$ cat config.mk
export PLATFORM = sky130hd
export DESIGN_NAME = aux_ts_snapshot
export DESIGN_NICKNAME = d
export VERILOG_FILES = /design/src/rtl/aux_snap_pkg.sv /design/src/rtl/aux_trig_sync.sv /design/src/rtl/aux_snap_fifo.sv /design/src/rtl/aux_snap_status.sv /design/src/rtl/aux_ts_snapshot.sv
export SDC_FILE = /design/constraint.sdc
export NUM_CORES = 1
export LEC_CHECK = 0
export ABC_CLOCK_PERIOD_IN_PS = 10500
export BUFFER_PORTS_ARGS = -buffer_cell sky130_fd_sc_hd__buf_2
export CAP_MARGIN = 20
export CORE_ASPECT_RATIO = 2
export CORE_UTILIZATION = 61
export CTS_CLUSTER_SIZE = 30
export DETAILED_ROUTE_END_ITERATION = 8
export HOLD_SLACK_MARGIN = 0.05
export PLACE_DENSITY = 0.9
export SYNTH_ARGS = -nofsm -noshare
export SYNTH_HDL_FRONTEND = slang
export SYNTH_SLANG_ARGS = --single-unit
$ cat constraint.sdc
create_clock -name clk -period 10.5 [get_ports clk]
set_clock_uncertainty 0.2 [all_clocks]
set_input_delay 1.575 -clock clk [delete_from_list [all_inputs] [get_ports clk]]
set_output_delay 1.575 -clock clk [all_outputs]
set_load 0.05 [all_outputs]
$ cat src/rtl/aux_snap_pkg.sv
package aux_snap_pkg;

  // Occupancy after one cycle of optional write and optional read.
  function automatic int unsigned occ_next(int unsigned occ, bit wr, bit rd);
    int unsigned r;
    r = occ;
    if (wr && !rd) r = occ + 1;
    else if (rd && !wr) r = occ - 1;
    return r;
  endfunction

  // Circular pointer advance for a queue of any depth.
  function automatic int unsigned ptr_next(int unsigned p, int unsigned depth);
    return (p == depth - 1) ? 0 : p + 1;
  endfunction

  // True when more than one trigger rose together.
  function automatic bit multi_hit(logic [31:0] v);
    return $countones(v) > 1;
  endfunction

endpackage

$ cat src/rtl/aux_trig_sync.sv
module aux_trig_sync #(
  parameter int NTRIG = 4
) (
  input  logic             clk,
  input  logic             rst_n,
  input  logic [NTRIG-1:0] trig_in,
  output logic [NTRIG-1:0] rise_o
);

  logic [NTRIG-1:0] meta_q;
  logic [NTRIG-1:0] sync_q;
  logic [NTRIG-1:0] last_q;

  for (genvar i = 0; i < NTRIG; i++) begin : g_line
    always_ff @(posedge clk or negedge rst_n) begin
      if (!rst_n) begin
        meta_q[i] <= 1'b0;
        sync_q[i] <= 1'b0;
        last_q[i] <= 1'b0;
      end else begin
        meta_q[i] <= trig_in[i];
        sync_q[i] <= meta_q[i];
        last_q[i] <= sync_q[i];
      end
    end

    assign rise_o[i] = sync_q[i] & ~last_q[i];

    AST_SINGLE_EDGE: assert property (@(posedge clk) disable iff (!rst_n)
      rise_o[i] |=> !rise_o[i]);
  end

endmodule

$ cat src/rtl/aux_snap_fifo.sv
module aux_snap_fifo
  import aux_snap_pkg::*;
#(
  parameter int DEPTH = 16,
  parameter int NTRIG = 4,
  parameter int TS_W  = 64,
  localparam int AW    = (DEPTH > 1) ? $clog2(DEPTH) : 1,
  localparam int CNT_W = $clog2(DEPTH + 1),
  localparam int EW    = NTRIG + TS_W
) (
  input  logic             clk,
  input  logic             rst_n,
  input  logic             push_req,
  input  logic [NTRIG-1:0] push_mask,
  input  logic [TS_W-1:0]  push_time,
  input  logic             pop_req,
  input  logic             clear,
  output logic [CNT_W-1:0] count_o,
  output logic [NTRIG-1:0] head_mask_o,
  output logic [TS_W-1:0]  head_time_o,
  output logic             drop_o
);

  logic [EW-1:0]    mem [DEPTH];
  logic [AW-1:0]    wr_ptr_q, rd_ptr_q;
  logic [CNT_W-1:0] count_q;
  logic             full_w, empty_w, wr_ok_w, rd_ok_w;
  logic [EW-1:0]    head_w;

  assign full_w  = (count_q == CNT_W'(DEPTH));
  assign empty_w = (count_q == '0);
  assign rd_ok_w = pop_req && !empty_w && !clear;
  assign wr_ok_w = push_req && !clear && (!full_w || rd_ok_w);
  assign drop_o  = push_req && !clear && full_w && !rd_ok_w;

  always_ff @(posedge clk) begin
    if (wr_ok_w) mem[wr_ptr_q] <= {push_mask, push_time};
  end

  always_ff @(posedge clk or negedge rst_n) begin
    if (!rst_n) begin
      wr_ptr_q <= '0;
      rd_ptr_q <= '0;
      count_q  <= '0;
    end else if (clear) begin
      wr_ptr_q <= '0;
      rd_ptr_q <= '0;
      count_q  <= '0;
    end else begin
      if (wr_ok_w) wr_ptr_q <= AW'(ptr_next(int'(wr_ptr_q), DEPTH));
      if (rd_ok_w) rd_ptr_q <= AW'(ptr_next(int'(rd_ptr_q), DEPTH));
      count_q <= CNT_W'(occ_next(int'(count_q), wr_ok_w, rd_ok_w));
    end
  end

  assign head_w      = empty_w ? '0 : mem[rd_ptr_q];
  assign head_mask_o = head_w[EW-1:TS_W];
  assign head_time_o = head_w[TS_W-1:0];
  assign count_o     = count_q;

  AST_COUNT_RANGE: assert property (@(posedge clk) disable iff (!rst_n)
    count_q <= CNT_W'(DEPTH));
  AST_CLEAR_EMPTIES: assert property (@(posedge clk) disable iff (!rst_n)
    clear |=> count_q == '0);
  AST_FULL_HOLDS: assert property (@(posedge clk) disable iff (!rst_n)
    drop_o |=> count_q == CNT_W'(DEPTH) && $stable(rd_ptr_q));
  AST_PUSH_POP_EVEN: assert property (@(posedge clk) disable iff (!rst_n)
    (push_req && pop_req && !empty_w && !clear) |=> $stable(count_q));
  AST_EMPTY_POP: assert property (@(posedge clk) disable iff (!rst_n)
    (empty_w && pop_req && !push_req) |=> count_q == '0);
  AST_POP_STEP: assert property (@(posedge clk) disable iff (!rst_n)
    (pop_req && !push_req && !empty_w && !clear) |=> count_q == $past(count_q) - 1'b1);

endmodule

$ cat src/rtl/aux_snap_status.sv
module aux_snap_status (
  input  logic clk,
  input  logic rst_n,
  input  logic drop_evt,
  input  logic clear,
  output logic missed_o
);

  logic missed_q;

  always_ff @(posedge clk or negedge rst_n) begin
    if (!rst_n)        missed_q <= 1'b0;
    else if (clear)    missed_q <= 1'b0;
    else if (drop_evt) missed_q <= 1'b1;
  end

  assign missed_o = missed_q;

  AST_DROP_FLAGS: assert property (@(posedge clk) disable iff (!rst_n)
    drop_evt |=> missed_q);
  AST_MISSED_STICKY: assert property (@(posedge clk) disable iff (!rst_n)
    (missed_q && !clear) |=> missed_q);
  AST_CLEAR_FLAG: assert property (@(posedge clk) disable iff (!rst_n)
    clear |=> !missed_q);

endmodule

$ cat src/rtl/aux_ts_snapshot.sv
module aux_ts_snapshot
  import aux_snap_pkg::*;
#(
  parameter int DEPTH = 16,
  parameter int NTRIG = 4,
  parameter int TS_W  = 64,
  localparam int CNT_W = $clog2(DEPTH + 1)
) (
  input  logic             clk,
  input  logic             rst_n,
  input  logic [TS_W-1:0]  sys_time,
  input  logic [NTRIG-1:0] trig_in,
  input  logic             pop_strobe,
  input  logic             fifo_clear,
  output logic [CNT_W-1:0] stat_count,
  output logic             stat_missed,
  output logic [NTRIG-1:0] head_mask,
  output logic [TS_W-1:0]  head_time
);

  logic [NTRIG-1:0] rise_w;
  logic             capture_w;
  logic             drop_w;

  aux_trig_sync #(.NTRIG(NTRIG)) u_sync (
    .clk     (clk),
    .rst_n   (rst_n),
    .trig_in (trig_in),
    .rise_o  (rise_w)
  );

  assign capture_w = |rise_w;

  aux_snap_fifo #(.DEPTH(DEPTH), .NTRIG(NTRIG), .TS_W(TS_W)) u_fifo (
    .clk         (clk),
    .rst_n       (rst_n),
    .push_req    (capture_w),
    .push_mask   (rise_w),
    .push_time   (sys_time),
    .pop_req     (pop_strobe),
    .clear       (fifo_clear),
    .count_o     (stat_count),
    .head_mask_o (head_mask),
    .head_time_o (head_time),
    .drop_o      (drop_w)
  );

  aux_snap_status u_status (
    .clk      (clk),
    .rst_n    (rst_n),
    .drop_evt (drop_w),
    .clear    (fifo_clear),
    .missed_o (stat_missed)
  );

  AST_HEAD_BLANK: assert property (@(posedge clk) disable iff (!rst_n)
    stat_count == '0 |-> head_mask == '0 && head_time == '0);
  AST_MULTI_ONE_ENTRY: assert property (@(posedge clk) disable iff (!rst_n)
    (multi_hit(32'(rise_w)) && stat_count == '0 && !fifo_clear)
      |=> stat_count == CNT_W'(1) && head_mask == $past(rise_w));
  AST_NO_LOSS_ON_SWAP: assert property (@(posedge clk) disable iff (!rst_n)
    (capture_w && pop_strobe && stat_count == CNT_W'(DEPTH) && !stat_missed && !fifo_clear)
      |=> !stat_missed);

endmodule

==> reports/qor.json <==
{
  "run_status": {"value": "finished, final reports clean"},
  "power-per-cell-area": {"value": 224, "unit": "nW/um2"},
  "timing.critical_path.to_type": {"value": "output pin"},
  "share_of_synthesized_cell_area_in_and_or_nand_and_nor_gates": {"value": 0.00817},
  "syn_nets": {"value": 1877},
  "critical_path.max_stage_delay": {"value": 1000, "unit": "ps"},
  "synth.most_common_cell": {"value": "edfxtp_1"},
  "min_delay_path_depth": {"value": 0},
  "met3_wirelength": {"value": 8.37, "unit": "mm"},
  "clock_sink_count": {"value": 1114},
  "timing.setup.tns": {"value": 0, "unit": "ps"},
  "pin_count": {"value": 146},
  "design.die.area": {"value": 70600, "unit": "um2"},
  "criticalPathCategory": {"value": "register to output pin"},
  "wl_met2": {"value": 53.8, "unit": "mm"},
  "placement.setup.worst_slack": {"value": 4690, "unit": "ps"},
  "highest-signal-layer": {"value": "met5"},
  "postCtsResizedCells": {"value": 0},
  "largest_cells_by_area_after_synthesis": {"value": "edfxtp_1, mux4_2, mux2i_1"},
  "worst_path_max_delay_cell": {"value": "dfrtp_4"},
  "timing.reg2reg.worst_path_depth": {"value": 6},
  "cts.clk_slew.worst_paths": {"value": 60, "unit": "ps"},
  "fin_crit": {"value": 6490, "unit": "ps"},
  "cts-htree-levels": {"value": 3},
  "irDropWorstVdd": {"value": 0.195, "unit": "mV"},
  "timing.hold.worst.start": {"value": "u_sync.meta_q[2]$_DFF_PN0_"},
  "post_synthesis_cell_type_count": {"value": 44},
  "hold_buffers": {"value": 0},
  "synthToLayoutAreaGrowth": {"value": 11.3, "unit": "%"},
  "crit_path_cell_trace": {"value": "buf_12 -> buf_4 -> mux4_2 -> mux2i_1 -> o22ai_1 -> buf_2"},
  "r2r_start": {"value": "u_sync.sync_q[1]$_DFF_PN0_"},
  "post_cts_buffers": {"value": 0},
  "placement.cell_area": {"value": 44200, "unit": "um2"},
  "global_route_wire_length_before_repair": {"value": 143, "unit": "mm"},
  "post-dp-hpwl": {"value": 49.3, "unit": "mm"},
  "synth_xor_area_frac": {"value": 0.000826},
  "timing.slew.headroom": {"value": 0.253},
  "route.layer.met1.wl": {"value": 32.5, "unit": "mm"},
  "drt_pre_antenna_iters": {"value": 5},
  "synth_top_family_by_area": {"value": "multiplexers"},
  "synth.largest_area_cell": {"value": "edfxtp_1"},
  "ys.flop_type": {"value": "edfxtp_1"},
  "grt_overflow_total": {"value": 0},
  "effective_utilization_at_floorplan": {"value": 0.617},
  "avgViaCountPerCell": {"value": 6.89},
  "worst_skew_pair.late_latency": {"value": 630, "unit": "ps"},
  "gp_congestion": {"value": 0.732},
  "compound_gate_fraction_of_synth_area": {"value": 0.0135},
  "synth_adder_area_share": {"value": 0.00313},
  "pin_count_of_the_biggest_net_entering_global_routing": {"value": 155},
  "final-max-slew-violation-count": {"value": 0},
  "grt_antenna_before_repair": {"value": 16},
  "hp-class": {"value": "register to register"},
  "category_of_cells_accounting_for_the_largest_share_of_critical_path_delay": {"value": "buffers and inverters"},
  "clock_tree.root_cell": {"value": "clkbuf_16"},
  "final_design_area_no_fill": {"value": 47200, "unit": "um2"},
  "total_power": {"value": 10.6, "unit": "mW"},
  "max_slew.worst_pin.slew": {"value": 1120, "unit": "ps"},
  "finalNetCount": {"value": 2053},
  "die_h": {"value": 375, "unit": "um"},
  "buffer_ports.inserted": {"value": 145},
  "synth_area": {"value": 42400, "unit": "um2"},
  "cts_inserted_buffers": {"value": 89},
  "cts_tree": {"value": "built"},
  "timing.fmax": {"value": 154, "unit": "MHz"},
  "total_buffers_and_inverters_traversed_by_the_critical_path": {"value": 3},
  "antenna_viol_nets_final": {"value": 0},
  "critPathLaunchType": {"value": "register"},
  "drt_first_iter_violations": {"value": 2291},
  "finalHoldViolCount": {"value": 0},
  "grt_setup_unrepaired": {"value": "false"},
  "crit_arrival": {"value": 4720, "unit": "ps"},
  "cts.path.max_buffers": {"value": 3},
  "timing.max_cap.violations": {"value": 0},
  "row_count": {"value": 136},
  "worst_ep_required_time": {"value": 8730, "unit": "ps"},
  "dr_total_vias": {"value": 20300},
  "cp_max_fo": {"value": 154},
  "finalCritPeriodShare": {"value": 0.618},
  "drc": {"value": 0},
  "post-route-worst-setup-slack": {"value": 4010, "unit": "ps"},
  "core-area": {"value": 68700, "unit": "um2"},
  "routedWlPerCell": {"value": 33.8, "unit": "um"},
  "post_synth.cell_area_avg": {"value": 23.6, "unit": "um2"},
  "number_of_flops_mapped_to_enable_cells_by_yosys": {"value": 1088},
  "synthArstFlopShare": {"value": 0.0233},
  "drive_above_1_share": {"value": 0.302},
  "synth_largest_type_area_fraction": {"value": 0.771},
  "fin_hold_ws": {"value": 150, "unit": "ps"},
  "groute.usage.overall": {"value": 0.288},
  "min_delay_worst_endpoint": {"value": "u_sync.sync_q[2]$_DFF_PN0_"},
  "regToRegSetupSlack": {"value": 6030, "unit": "ps"},
  "timing.final.setup_violations": {"value": 0},
  "synth.ff_latch_count": {"value": 1114},
  "synth-warning-count": {"value": 0},
  "synth_mux_area_frac": {"value": 0.178},
  "synthCells": {"value": 1795},
  "power.static_leakage": {"value": 14.4, "unit": "nW"},
  "top_cells_by_count_synth": {"value": "edfxtp_1, mux4_2, mux2i_1"},
  "first_global_vias": {"value": 21600},
  "timing.rr.end": {"value": "u_fifo.mem[6][65]$_DFFE_PP_"},
  "yosysSeqAreaShare": {"value": 0.786},
  "die_w": {"value": 188, "unit": "um"},
  "drt_wl_total": {"value": 99.6, "unit": "mm"}
}
cells by family (layout without fill, tap and decap cells):
family | count (synthesis) | count (layout)
flops | 1114 | 1114
mux | 413 | 413
buf+inv | 105 | 353
compound gates | 87 | 87
simple gates | 62 | 62
fa+ha+maj | 10 | 10
xor+xnor | 4 | 4
other cells | 0 | 9
registers in the layout, indices dropped and copies added, names as in the netlist:
signal             flops
u_fifo.count_o         5
u_fifo.mem          1088
u_fifo.rd_ptr_q        4
u_fifo.wr_ptr_q        4
u_status.missed_o      1
u_sync.last_q          4
u_sync.meta_q          4
u_sync.sync_q          4
how the worst max path moves through the flow:
stage	cells after the start	from	end
after floorplan	4	fifo_clear	u_fifo.mem[0][0]$_DFFE_PP_
final	6	u_fifo.rd_ptr_q[1]$_DFFE_PN0P_	head_mask[2]
after global placement	6	u_fifo.rd_ptr_q[1]$_DFFE_PN0P_	head_mask[2]
after CTS	6	u_fifo.rd_ptr_q[1]$_DFFE_PN0P_	head_mask[2]
after global routing	6	u_fifo.rd_ptr_q[1]$_DFFE_PN0P_	head_mask[2]
after detailed placement	6	u_fifo.rd_ptr_q[0]$_DFFE_PN0P_	head_time[62]
cell usage in the layout (no fill, tap or decap), types with 15 or more instances in the layout:
cell type  Yosys  layout
dfrtp_1       26      23
clkbuf_16      0      92
mux2i_1      137     137
o22ai_1       68      68
clkbuf_1      38      15
buf_4          1      35
clkinv_2       0      17
mux4_2       272     272
clkinv_1       0      15
edfxtp_1    1088    1088
buf_2         35     145
layer usage:
layer / up-vias / GRT usage
met5: - / 0
met4: 10 / 0.149
met3: 307 / 0.0489
met2: 1342 / 0.513
met1: 10700 / 0.335
li1: 8015 / -
stage by stage:
step / util / cells
after CTS: 0.686 / 2937
after global routing: 0.687 / 2945
after detailed placement: 0.643 / 2774
after global placement: 0.643 / 2773
after floorplan: - / 1795
final: 0.687 / 2949
layout make-up:
cell class / count / area, um2
Antenna cell: 9 / 22.5
Clock buffer: 108 / 2370
Inverter: 6 / 22.5
Multi-Input combinational cell: 576 / 8720
Sequential cell: 1114 / 33300
Timing Repair Buffer: 184 / 1080
Tap cell: 897 / 1120
Clock inverter: 55 / 533
Fill cell: 3938 / 21500
power breakdown:
| group | internal, mW | leakage [nW] | switching, mW |
|---|---|---|---|
| logic | 0.744 | 2.89 | 1.41 |
| clock network | 1.82 | 1.41 | 1.54 |
| registers | 5.00 | 10.1 | 0.0770 |
| total | 7.57 | 14.4 | 3.03 |
No activity file was read; power rests on OpenSTA's default activity.
